`src/rtl/ar_pkg.sv`:
```
package ar_pkg;

    typedef enum logic [2:0] {
        MODE_BYP_MEM = 3'b000,
        MODE_BYP_DIR = 3'b001,
        MODE_CMP_C   = 3'b010,
        MODE_CMP_L   = 3'b011,
        MODE_CMP_R   = 3'b100
    } ar_mode_e;

    typedef struct packed {
        logic clamp;
        logic wr_start;
        logic wr_en;
        logic rd_start;
        logic rd_en;
        logic c1;
        logic c2;
        logic valid;
    } ar_strobe_t;

    // code decode; unlisted codes fall back to the direct path
    function automatic ar_mode_e ar_decode(input logic [2:0] code);
        ar_mode_e m;
        case (code)
            3'b000:  m = MODE_BYP_MEM;
            3'b011:  m = MODE_CMP_L;
            3'b010:  m = MODE_CMP_C;
            3'b100:  m = MODE_CMP_R;
            default: m = MODE_BYP_DIR;
        endcase
        return m;
    endfunction

    function automatic logic ar_is_cmp(input ar_mode_e m);
        return (m == MODE_CMP_L) || (m == MODE_CMP_C) || (m == MODE_CMP_R);
    endfunction

endpackage

```
`src/rtl/ar_line_timer.sv`:
```
module ar_line_timer #(
    parameter int LINE_CLKS = 1728,
    parameter int CW        = 11
) (
    input  logic          clk,
    input  logic          rst_n,
    input  logic          href_i,
    output logic [CW-1:0] pos_o,
    output logic          edge_o,
    output logic          line_start_o,
    output logic          lost_o
);
    localparam int TIMEOUT = LINE_CLKS + LINE_CLKS / 4;

    typedef struct packed {
        logic          href;
        logic [CW-1:0] pos;
        logic          lost;
    } tmr_t;

    tmr_t tmr_d, tmr_q;
    logic edge_s, timeout_s, wrap_s;

    always_comb begin
        tmr_d      = tmr_q;
        edge_s     = href_i & ~tmr_q.href;
        timeout_s  = !tmr_q.lost && (tmr_q.pos == CW'(TIMEOUT - 1));
        wrap_s     = tmr_q.lost && (tmr_q.pos == CW'(LINE_CLKS - 1));
        tmr_d.href = href_i;
        if (edge_s || timeout_s || wrap_s) begin
            tmr_d.pos = '0;
        end else begin
            tmr_d.pos = tmr_q.pos + CW'(1);
        end
        if (edge_s) begin
            tmr_d.lost = 1'b0;
        end else if (timeout_s) begin
            tmr_d.lost = 1'b1;
        end
    end

    always_ff @(posedge clk or negedge rst_n) begin
        if (!rst_n) begin
            tmr_q <= '0;
        end else begin
            tmr_q <= tmr_d;
        end
    end

    assign pos_o        = tmr_q.pos;
    assign edge_o       = edge_s;
    assign line_start_o = edge_s | timeout_s | wrap_s;
    assign lost_o       = tmr_q.lost;

endmodule

```
`src/rtl/ar_mode_track.sv`:
```
module ar_mode_track
    import ar_pkg::*;
(
    input  logic       clk,
    input  logic       rst_n,
    input  logic       edge_i,
    input  logic       line_start_i,
    input  logic [2:0] code_i,
    output ar_mode_e   mode_o,
    output logic       settled_o
);
    typedef struct packed {
        ar_mode_e mode;
        logic     settled;
    } trk_t;

    trk_t trk_d, trk_q;
    ar_mode_e new_mode;

    always_comb begin
        trk_d    = trk_q;
        new_mode = ar_decode(code_i);
        if (edge_i) begin
            trk_d.mode    = new_mode;
            trk_d.settled = (new_mode == trk_q.mode);
        end else if (line_start_i) begin
            trk_d.settled = 1'b1;
        end
    end

    always_ff @(posedge clk or negedge rst_n) begin
        if (!rst_n) begin
            trk_q.mode    <= MODE_BYP_DIR;
            trk_q.settled <= 1'b1;
        end else begin
            trk_q <= trk_d;
        end
    end

    assign mode_o    = trk_q.mode;
    assign settled_o = trk_q.settled;

endmodule

```
`src/rtl/ar_strobe_gen.sv`:
```
module ar_strobe_gen
    import ar_pkg::*;
#(
    parameter int CW        = 11,
    parameter int ACT_START = 264,
    parameter int ACT_LEN   = 1440,
    parameter int CLAMP_ON  = 42,
    parameter int CLAMP_OFF = 102,
    parameter int RD_OFS_L  = 0,
    parameter int RD_OFS_C  = 180,
    parameter int RD_OFS_R  = 360
) (
    input  logic [CW-1:0] pos_i,
    input  ar_mode_e      mode_i,
    input  logic          settled_i,
    input  logic          test_i,
    output ar_strobe_t    strobe_o
);
    localparam int RD_LEN  = (ACT_LEN * 3) / 4;
    localparam int ACT_END = ACT_START + ACT_LEN;
    localparam int NPOS    = 3;
    localparam int OFS [NPOS] = '{RD_OFS_L, RD_OFS_C, RD_OFS_R};

    int p;
    logic [NPOS-1:0] win_hit, win_first;

    assign p = int'(pos_i);

    genvar g;
    generate
        for (g = 0; g < NPOS; g++) begin : g_win
            assign win_hit[g]   = (p >= ACT_START + OFS[g]) && (p < ACT_START + OFS[g] + RD_LEN);
            assign win_first[g] = (p == ACT_START + OFS[g]);
        end
    endgenerate

    ar_mode_e eff;
    logic     mem, cmp, act, skip;
    int       idx;

    always_comb begin
        strobe_o = '0;
        eff  = test_i ? MODE_BYP_DIR : mode_i;
        mem  = (eff != MODE_BYP_DIR);
        cmp  = ar_is_cmp(eff);
        act  = (p >= ACT_START) && (p < ACT_END);
        skip = (((p - ACT_START) & 3) == 3);
        case (eff)
            MODE_CMP_L: idx = 0;
            MODE_CMP_C: idx = 1;
            default:    idx = 2;
        endcase
        strobe_o.clamp    = (p >= CLAMP_ON) && (p < CLAMP_OFF);
        strobe_o.wr_en    = mem && act && !skip;
        strobe_o.wr_start = mem && (p == ACT_START);
        if (cmp) begin
            strobe_o.rd_en    = win_hit[idx];
            strobe_o.rd_start = win_first[idx];
        end else if (mem) begin
            strobe_o.rd_en    = strobe_o.wr_en;
            strobe_o.rd_start = strobe_o.wr_start;
        end
        strobe_o.c1    = mem;
        strobe_o.c2    = cmp && !strobe_o.rd_en;
        strobe_o.valid = !mem || settled_i;
    end

endmodule

```
`src/rtl/ar_comp_ctrl.sv`:
```
module ar_comp_ctrl
    import ar_pkg::*;
#(
    parameter int LINE_CLKS = 1728,
    parameter int ACT_START = 264,
    parameter int ACT_LEN   = 1440,
    parameter int CLAMP_ON  = 42,
    parameter int CLAMP_OFF = 102,
    parameter int RD_OFS_L  = 0,
    parameter int RD_OFS_C  = ACT_LEN / 8,
    parameter int RD_OFS_R  = ACT_LEN / 4
) (
    input  logic       clk,
    input  logic       rst_n,
    input  logic       href_i,
    input  logic [2:0] mode_i,
    input  logic       test_i,
    output logic       clamp_o,
    output logic       wr_start_o,
    output logic       wr_en_o,
    output logic       rd_start_o,
    output logic       rd_en_o,
    output logic       c1_o,
    output logic       c2_o,
    output logic       valid_o,
    output logic       lock_lost_o
);
    localparam int TIMEOUT = LINE_CLKS + LINE_CLKS / 4;
    localparam int CW      = $clog2(TIMEOUT + 1);

    logic [CW-1:0] pos;
    logic          edge_s, line_start, lost;
    ar_mode_e      mode;
    logic          settled;
    ar_strobe_t    strb;

    ar_line_timer #(.LINE_CLKS(LINE_CLKS), .CW(CW)) u_timer (
        .clk          (clk),
        .rst_n        (rst_n),
        .href_i       (href_i),
        .pos_o        (pos),
        .edge_o       (edge_s),
        .line_start_o (line_start),
        .lost_o       (lost)
    );

    ar_mode_track u_track (
        .clk          (clk),
        .rst_n        (rst_n),
        .edge_i       (edge_s),
        .line_start_i (line_start),
        .code_i       (mode_i),
        .mode_o       (mode),
        .settled_o    (settled)
    );

    ar_strobe_gen #(
        .CW(CW), .ACT_START(ACT_START), .ACT_LEN(ACT_LEN),
        .CLAMP_ON(CLAMP_ON), .CLAMP_OFF(CLAMP_OFF),
        .RD_OFS_L(RD_OFS_L), .RD_OFS_C(RD_OFS_C), .RD_OFS_R(RD_OFS_R)
    ) u_strobe (
        .pos_i     (pos),
        .mode_i    (mode),
        .settled_i (settled),
        .test_i    (test_i),
        .strobe_o  (strb)
    );

    assign clamp_o     = strb.clamp;
    assign wr_start_o  = strb.wr_start;
    assign wr_en_o     = strb.wr_en;
    assign rd_start_o  = strb.rd_start;
    assign rd_en_o     = strb.rd_en;
    assign c1_o        = strb.c1;
    assign c2_o        = strb.c2;
    assign valid_o     = strb.valid;
    assign lock_lost_o = lost;

endmodule

```
`config.mk`:
```
export PLATFORM = sky130hd
export DESIGN_NAME = ar_comp_ctrl
export DESIGN_NICKNAME = d
export VERILOG_FILES = /design/src/rtl/ar_pkg.sv /design/src/rtl/ar_line_timer.sv /design/src/rtl/ar_mode_track.sv /design/src/rtl/ar_strobe_gen.sv /design/src/rtl/ar_comp_ctrl.sv
export SDC_FILE = /design/constraint.sdc
export NUM_CORES = 1
export LEC_CHECK = 0
export BUFFER_PORTS_ARGS = -buffer_cell sky130_fd_sc_hd__buf_2
export CAP_MARGIN = 20
export CORE_MARGIN = 4
export CORE_UTILIZATION = 38
export DETAILED_ROUTE_END_ITERATION = 8
export GPL_ROUTABILITY_DRIVEN = 0
export GPL_TIMING_DRIVEN = 0
export RECOVER_POWER = 50
export SLEW_MARGIN = 40
export SYNTH_ARGS = -nofsm -noshare
export SYNTH_HDL_FRONTEND = slang
export SYNTH_SLANG_ARGS = --single-unit
```
`constraint.sdc`:
```
create_clock -name clk -period 2.15 [get_ports clk]
set_input_delay 0.215 -clock clk [delete_from_list [all_inputs] [get_ports clk]]
set_output_delay 0.215 -clock clk [all_outputs]
set_load 0.02 [all_outputs]
```
==> results of run 1 <==
[cell families after synthesis]
| group | Yosys count | share of synthesized area (%) |
|---|---|---|
| muxes | 3 | 2.48 |
| buffers and inverters | 18 | 6.97 |
| DFF | 18 | 34.5 |
| xor gates and xnor gates | 11 | 7.35 |
| and+or+nand+nor | 77 | 33.3 |
| adders and majority gates | 2 | 1.91 |
| AOI/OAI and AO/OA | 25 | 13.5 |
[where the power goes]
group	internal, W	total (W)	switching (W)	leakage, nW
Clock	0.000103	0.000212	0.000109	0.0210
Combinational	0.000103	0.000268	0.000164	0.437
Sequential	0.000380	0.000425	0.0000442	0.234
Total	0.000587	0.000905	0.000318	0.693
[layer usage]
metal	track usage, %	up-vias	wire length [um]
met4	4.57	0	21
met1	20.7	573	1480
met5	0	-	0
met2	25.1	16	1560
li1	-	603	-
met3	2.53	2	114
[cell usage in the layout (no fill, tap or decap), types with 2 or more instances in the layout]
cell type,n
buf_4,10
nor2_1,16
a211oi_2,3
nand2b_1,5
clkbuf_1,3
a21oi_1,3
o21ai_0,5
and3_1,2
xor2_1,7
buf_6,4
nor3_1,3
a21o_1,2
buf_2,13
ha_1,2
nand3_1,4
clkbuf_4,4
xnor2_1,4
and4_1,2
inv_1,4
o21a_1,3
dfrtp_1,15
nor3b_1,2
nand2_1,14
dfstp_2,2
nor4_1,5
nand4_1,3
or3_1,2
[critical path: stages, from the launching register on]
cell and delay (ns):
dfrtp_1 0.42, buf_6 0.15, a311o_1 0.37, a211oi_2 0.21, nor4_1 0.09, or3_1 0.37, a21o_1 0.15, buf_2 0.15
[area by class of cell]
type | instances | area, um^2
fill | 346 | 1680
sequential | 18 | 454
tap | 46 | 57.6
multi-input combinational | 118 | 872
clock buffer | 4 | 36.3
buffer | 9 | 60.1
timing repair buffer | 24 | 159
inverter | 5 | 18.8
[worst paths after layout]
check | startpoint | end | slack [ns] | cells after the start
max | u_timer.pos_o[7] | rd_en_o | -0.28 | 7
min | href_i | u_timer.tmr_q[13] | 0.04 | 1
max reg2reg | u_timer.pos_o[10] | u_timer.pos_o[3] | 0.20 | 7
min reg2reg | u_timer.pos_o[0] | u_timer.pos_o[0] | 0.51 | 1
max in group asynchronous | rst_n | u_timer.pos_o[4] | 0.91 | 2
min in group asynchronous | rst_n | u_track.mode_o[1] | 0.59 | 2
[state kept, by name, indices dropped and copies added, names as in the netlist]
| name | flops |
|---|---|
| u_timer.pos_o | 12 |
| u_timer.tmr_q | 1 |
| u_track.settled_o | 1 |
| u_track.mode_o | 3 |
| u_timer.lost_o | 1 |
[through the flow]
step	setup TNS (ns)	setup WS, ns	hold WS (ns)
3_5_place_dp	-0.0544	-0.0544	0.179
6_report	-0.645	-0.278	0.0423
5_1_grt	-1.15	-0.377	0.0156
3_3_place_gp	-0.00844	-0.00844	0.164
2_1_floorplan	0	0.0245	-0.0806
4_1_cts	-0.669	-0.311	0.0358
[repair_timing]
| item | in CTS | in global routing |
|---|---|---|
| hold buffers | 1 | 0 |
| setup endpoints to repair | 4 | 16 |
| setup buffers | 5 | 3 |
| hold endpoints to repair | 16 | 0 |
| gates resized for setup | 20 | 14 |
| pin swaps | 4 | 7 |
==> flow_metrics.tcl, run 1 <==
set metrics [dict create \
    root_buffer "clkbuf_4" \
    critPathCaptureType "primary output" \
    slew_headroom_pct 35.3 \
    cts_tree "yes" \
    async_flop_share_pct 100 \
    fmax_ghz 0.412 \
    core_um2 3340 \
    std_cell_rows 21 \
    violations "setup timing" \
    fin_crit_ns 2.43 \
    synth_common_cells "nor2_1 (17), dfrtp_1 (16), nand2_1 (14)" \
    synth_top_area_share_pct 30.5 \
    io_buffers 15 \
    yosysMostFrequentCell "nor2_1" \
    placed_area_um2 1440 \
    firstDrtPassIters 4 \
    power_w 0.000905 \
    synth_cells 154 \
    ys_seq_area_share_pct 34.5 \
    grt.total_usage_pct 15.4 \
    crit_type "flop to primary output" \
    fin_skew_ns 0.00181 \
    drive_gt1_share_pct 32.0 \
    tightest_slew_ns 0.971 \
    die_area_um2 4450 \
    drt_wl_total_mm 3.18 \
    finalSetupViolations 4 \
    chipWidth_um 66.7 \
    ir_drop_mv 0.491 \
    antenna_found_initial 0 \
    crit_path_start_kind "flop" \
    power.density_nw_per_um2 546 \
    leakagePower_nw 0.693 \
    dp_hpwl_mm 2.19 \
    setup_ws_ns -0.278 \
    synth_ff_type "dfrtp_1" \
    yosysWarningCount 0 \
    synth.largest_area_cell "dfrtp_1" \
    netlist_area_um2 1310 \
    clkSlewWorstSetupHoldPaths_ns 0.11 \
    cts_buffer_depth 2 \
    cts_buffers 3 \
    stdcell_count 224 \
    die_y_um 66.7 \
    grt_start_max_net_pins 19 \
    syn_to_final_growth_pct 26.4 \
    antenna_left 0 \
    place_inst 215 \
    outcome "finished, violations left" \
    grt_overflow 0 \
    pin_count 16 \
    utilization_pct 49.7 \
    maxSlewViolCount 0 \
    vias 1194 \
    synth_area_leaders "dfrtp_1 (31%), nor2_1 (4.9%), xor2_1 (4.7%)" \
    finalHoldViolCount 0 \
    min_period_over_period_pct 113 \
    vias_per_cell 5.33 \
    cts.sinks 18 \
    syn_nets 163 \
    initial_core_util_pct 39.3 \
    design_area_um2 1660 \
    fin_nets 188 \
    synth.distinct_cells 48 \
    htree_num_levels 1 \
    post_drt_wl_per_cell_um 14.2 \
    min_path_type "input port to flop" \
    diodes 0 \
    route.detailed.drc 0 \
    grt_pass1_wl_mm 5.27 \
    rsz0062_at_grt "yes" \
    maxCapViolCount 0 \
    syn_area_per_cell_um2 8.51 \
    critPathRequiredTime_ns 1.93 \
    grt_pass1_vias 1144 \
    cp.arrival_ns 2.21 \
    synth_edf_count 0 \
    drtIter0Drc 60 \
    ys_ff_latch 18 \
    cp_max_fo 10 \
    clk_latency_ns 0.29 \
]
Power figures use the tool's default switching activity.
==> run 2, diff against run 1 <==
--- a/config.mk
+++ b/config.mk
@@ -13,7 +13,8 @@
 export GPL_ROUTABILITY_DRIVEN = 0
 export GPL_TIMING_DRIVEN = 0
 export RECOVER_POWER = 50
-export SLEW_MARGIN = 40
+export SETUP_SLACK_MARGIN = 0.15
+export SLEW_MARGIN = 10
 export SYNTH_ARGS = -nofsm -noshare
 export SYNTH_HDL_FRONTEND = slang
 export SYNTH_SLANG_ARGS = --single-unit
==> flow_metrics.tcl, run 2 (synthesis gave the netlist of run 1 again) <==
set metrics [dict create \
    fmax_ghz 0.413 \
    worstHoldStart "href_i" \
    crit_type "flop to primary output" \
    maxSlewViolCount 0 \
    regToRegEndpoint "u_track.settled_o" \
    reg2reg_slack_ns 0.13 \
    setup_ws_ns -0.269 \
    cp.arrival_ns 2.20 \
    antenna_left 0 \
    firstDrtPassIters 4 \
    fin_crit_ns 2.42 \
    finalHoldViolCount 0 \
    power_w 0.000900 \
    cts_tree "yes" \
    std_cell_rows 21 \
    grt_start_max_net_pins 19 \
    io_buffers 15 \
    outcome "finished, violations left" \
    drt_wl_total_mm 3.26 \
    min_period_over_period_pct 113 \
    reg2reg_from "u_timer.pos_o[4]" \
    htree_num_levels 1 \
    diodes 0 \
    crit_path_start_kind "flop" \
    grt.total_usage_pct 15.5 \
    cts.sinks 18 \
    largest_reg_flops 12 \
    vias_per_cell 5.32 \
    drtIter0Drc 46 \
    die_area_um2 4450 \
    rsz0062_at_grt "yes" \
    root_buffer "clkbuf_4" \
    hold-worst-slack_ns 0.0394 \
    antenna_found_initial 0 \
    violations "setup timing" \
    maxCapViolCount 0 \
    critPathCapture "rd_en_o" \
    cp_max_fo 6 \
    core_um2 3340 \
    post_drt_wl_per_cell_um 14.1 \
    dp_hpwl_mm 2.17 \
    grt_pass1_wl_mm 5.42 \
    min_path_type "input port to flop" \
    grt_pass1_vias 1162 \
    leakagePower_nw 0.739 \
    cts_buffers 3 \
    critPathCaptureType "primary output" \
    finalSetupViolations 4 \
    power.density_nw_per_um2 514 \
    final_cell_mix "nor2_1 (16), dfrtp_1 (16), nand2_1 (14)" \
    die_y_um 66.7 \
    ir_drop_mv 0.436 \
    pin_count 16 \
    vias 1228 \
    tightest_slew_ns 0.958 \
    clkSlewWorstSetupHoldPaths_ns 0.10 \
    clk_latency_ns 0.29 \
    fin_skew_ns 0.00248 \
    rr_worst_depth 9 \
    route.detailed.drc 0 \
    syn_to_final_growth_pct 33.5 \
    chipWidth_um 66.7 \
    drive_gt1_share_pct 35.1 \
    fin_nets 195 \
    slew_headroom_pct 36.1 \
    dp_slack_ns -0.176 \
    n_fill_cell 330 \
    initial_core_util_pct 39.3 \
    grt_overflow 0 \
    cts_buffer_depth 2 \
    critPathLaunch "u_timer.pos_o[4]" \
    critPathRequiredTime_ns 1.93 \
]
## run 2: worst min path at each step
stage	end	slack, ns	cells past startpoint
final	u_timer.tmr_q[13]	0.04	1
after global routing	u_timer.tmr_q[13]	0.03	1
after CTS	u_timer.tmr_q[13]	0.04	1
after detailed placement	u_track.mode_o[1]	0.17	1
after global placement	u_track.mode_o[1]	0.17	1
after floorplan	u_timer.lost_o	-0.08	0
## run 2: layer usage
metal  GRT usage (%)  vias up  wire length, um
li1                -      617                -
met1            21.1      587             1590
met2            25.0       20             1550
met3            2.70        4               88
met4            4.82        0               34
met5               0        -                0
## run 2: stage by stage
step / utilization, % / area, um^2 / std cells / TNS (ns)
global route: 52.5 / 1750 / 231 / -1.41
floorplan: - / 1320 / 154 / 0
CTS: 49.5 / 1650 / 226 / -0.828
finish: 52.5 / 1750 / 231 / -0.854
detailed placement: 43.5 / 1450 / 215 / -0.176
global placement: 43.5 / 1450 / 215 / -0.103
## run 2: power breakdown
part	total, W	internal, W	switching (W)	leakage (nW)
registers	0.000416	0.000380	0.0000363	0.236
logic	0.000275	0.000108	0.000167	0.482
clock network	0.000209	0.000103	0.000106	0.0210
## run 2: layout make-up
| class | instances | area, um^2 | area share [%] |
|---|---|---|---|
| buffer | 13 | 98.8 | 5.65 |
| clock buffer | 4 | 36.3 | 2.07 |
| sequential | 18 | 453 | 25.9 |
| inverter | 5 | 18.8 | 1.07 |
| timing repair buffer | 27 | 195 | 11.2 |
| tap | 46 | 57.6 | 3.29 |
| multi-input combinational | 118 | 891 | 50.9 |
## run 2: worst max-delay path, stage by stage (launching register included)
cell	delay [ns]
dfrtp_1	0.39
buf_6	0.13
or4_4	0.53
o21ai_4	0.17
a211oi_2	0.09
or3_1	0.31
a21o_1	0.17
buf_6	0.13
## run 2: timing repair
item                                   in CTS  in global routing
endpoints found under the hold margin      16                  0
buffers inserted                            6                  5
resized for setup                          27                 15
cloned                                      0                  0
pin swaps                                   7                  4
hold buffers                                1                  0
setup endpoints to repair                   7                 17
==> run 3, diff against run 2 <==
==> constraint.sdc (replaced) <==
create_clock -name clk -period 2.3 [get_ports clk]
set_input_delay 0.23 -clock clk [delete_from_list [all_inputs] [get_ports clk]]
set_output_delay 0.23 -clock clk [all_outputs]
set_load 0.02 [all_outputs]
==> flow_metrics.tcl, run 3 (synthesis gave the netlist of run 1 again) <==
set metrics [dict create \
    crit_path_start_kind "flop" \
    fin_crit_ns 2.47 \
    antenna_left 0 \
    grt_overflow 0 \
    clk_latency_ns 0.29 \
    chipWidth_um 66.7 \
    htree_num_levels 1 \
    drtIter0Drc 77 \
    drive_gt1_share_pct 32.4 \
    drt_wl_total_mm 3.21 \
    min_period_over_period_pct 107 \
    cts.sinks 18 \
    multi_input_area_um2 851 \
    io_buffers 15 \
    cts_buffers 3 \
    syn_to_final_growth_pct 27.8 \
    maxSlewViolCount 0 \
    pin_count 16 \
    path_cells "buf_4, a311o_1, a211oi_2, nor4_1, or3_1, a21o_1, buf_2" \
    route.detailed.drc 0 \
    setup_ws_ns -0.165 \
    slew_headroom_pct 35.2 \
    maxCapViolCount 0 \
    outcome "finished, violations left" \
    grt_start_max_net_pins 19 \
    cp.depth 7 \
    largest_reg_flops 12 \
    clkSlewWorstSetupHoldPaths_ns 0.10 \
    power.density_nw_per_um2 504 \
    vias_per_cell 5.26 \
    vias 1200 \
    fin_nets 192 \
    initial_core_util_pct 39.3 \
    critPathSlowestCell "dfrtp_1" \
    path_delay_family "compound AO/OA/AOI/OAI gates" \
    cp_max_fo 10 \
    tightest_slew_ns 0.973 \
    dp_hpwl_mm 2.19 \
    violations "setup timing" \
    crit_type "flop to primary output" \
    grt_pass1_vias 1155 \
    fin_skew_ns 0.00167 \
    die_y_um 66.7 \
    final_cell_mix "nor2_1 (16), dfrtp_1 (16), nand2_1 (14)" \
    antenna_found_initial 0 \
    cp.arrival_ns 2.24 \
    place_inst 215 \
    cts_tree "yes" \
    leakagePower_nw 0.712 \
    holdPathStages 1 \
    seq_area_um2 453 \
    core_um2 3340 \
    die_area_um2 4450 \
    dp_slack_ns 0.0806 \
    grt_pass1_wl_mm 5.30 \
    rsz0062_at_grt "yes" \
    firstDrtPassIters 4 \
    diodes 0 \
    ir_drop_mv 0.474 \
    max_stage_delay_ns 0.41 \
    crit_buf_inv 2 \
    n_fill_cell 346 \
    std_cell_rows 21 \
    stdcell_count 228 \
    critPathCaptureType "primary output" \
    worstHoldStart "href_i" \
    hold-worst-slack_ns 0.0587 \
    power_w 0.000844 \
    critPathRequiredTime_ns 2.07 \
    fin_tns_setup_ns -0.222 \
    fmax_ghz 0.406 \
    critPathLaunch "u_timer.pos_o[7]" \
    root_buffer "clkbuf_4" \
    finalSetupViolations 3 \
    grt.total_usage_pct 15.5 \
    finalHoldViolCount 0 \
    min_path_type "input port to flop" \
    reg2reg_from "u_timer.pos_o[10]" \
    rr_worst_depth 7 \
    post_drt_wl_per_cell_um 14.1 \
    cts_buffer_depth 2 \
]
-- run 3: changes by cell type in the layout (fill, tap and decap cells not counted), sizes merged --
cell    before  now
buf         35   30
clkbuf       8   10
-- run 3: path summary, 6_finish.rpt --
check	end	slack [ns]
max in group asynchronous	u_timer.pos_o[8]	1.10
min	u_timer.tmr_q[13]	0.06
min in group asynchronous	u_track.mode_o[1]	0.61
max reg2reg	u_timer.pos_o[3]	0.35
min reg2reg	u_timer.pos_o[0]	0.51
max	rd_en_o	-0.17
-- run 3: through the flow --
step / area [um^2] / util (%)
finish: 1680 / 50.2
global route: 1680 / 50.2
CTS: 1610 / 48.2
detailed placement: 1440 / 43.3
floorplan: 1310 / -
global placement: 1440 / 43.3
-- run 3: cell type report --
| type | count | area share (%) |
|---|---|---|
| timing repair buffer | 24 | 10.2 |
| multi-input combinational | 118 | 50.8 |
| sequential | 18 | 27.0 |
| tap | 46 | 3.44 |
| buffer | 13 | 5.23 |
| clock buffer | 4 | 2.17 |
| inverter | 5 | 1.12 |
-- run 3: timing repair --
item | CTS | global route
hold endpoints to repair | 16 | 0
pin swaps | 4 | 4
hold buffers | 1 | 0
cloned | 0 | 0
buffers inserted | 5 | 3
endpoints found under the setup margin | 6 | 16
gates resized for setup | 21 | 15
-- run 3: metal layers --
| layer | global-route usage [%] | part of all wire, % | vias up |
|---|---|---|---|
| li1 | - | - | 612 |
| met1 | 20.6 | 46 | 569 |
| met2 | 25.6 | 49 | 17 |
| met3 | 2.53 | 4.0 | 2 |
| met4 | 4.57 | 0.66 | 0 |
| met5 | 0 | 0 | - |
-- run 3: where the power goes --
| part | switching (W) | internal (W) |
|---|---|---|
| registers | 0.0000338 | 0.000355 |
| clock network | 0.000101 | 0.0000964 |
| logic | 0.000158 | 0.0000991 |
| total | 0.000293 | 0.000551 |
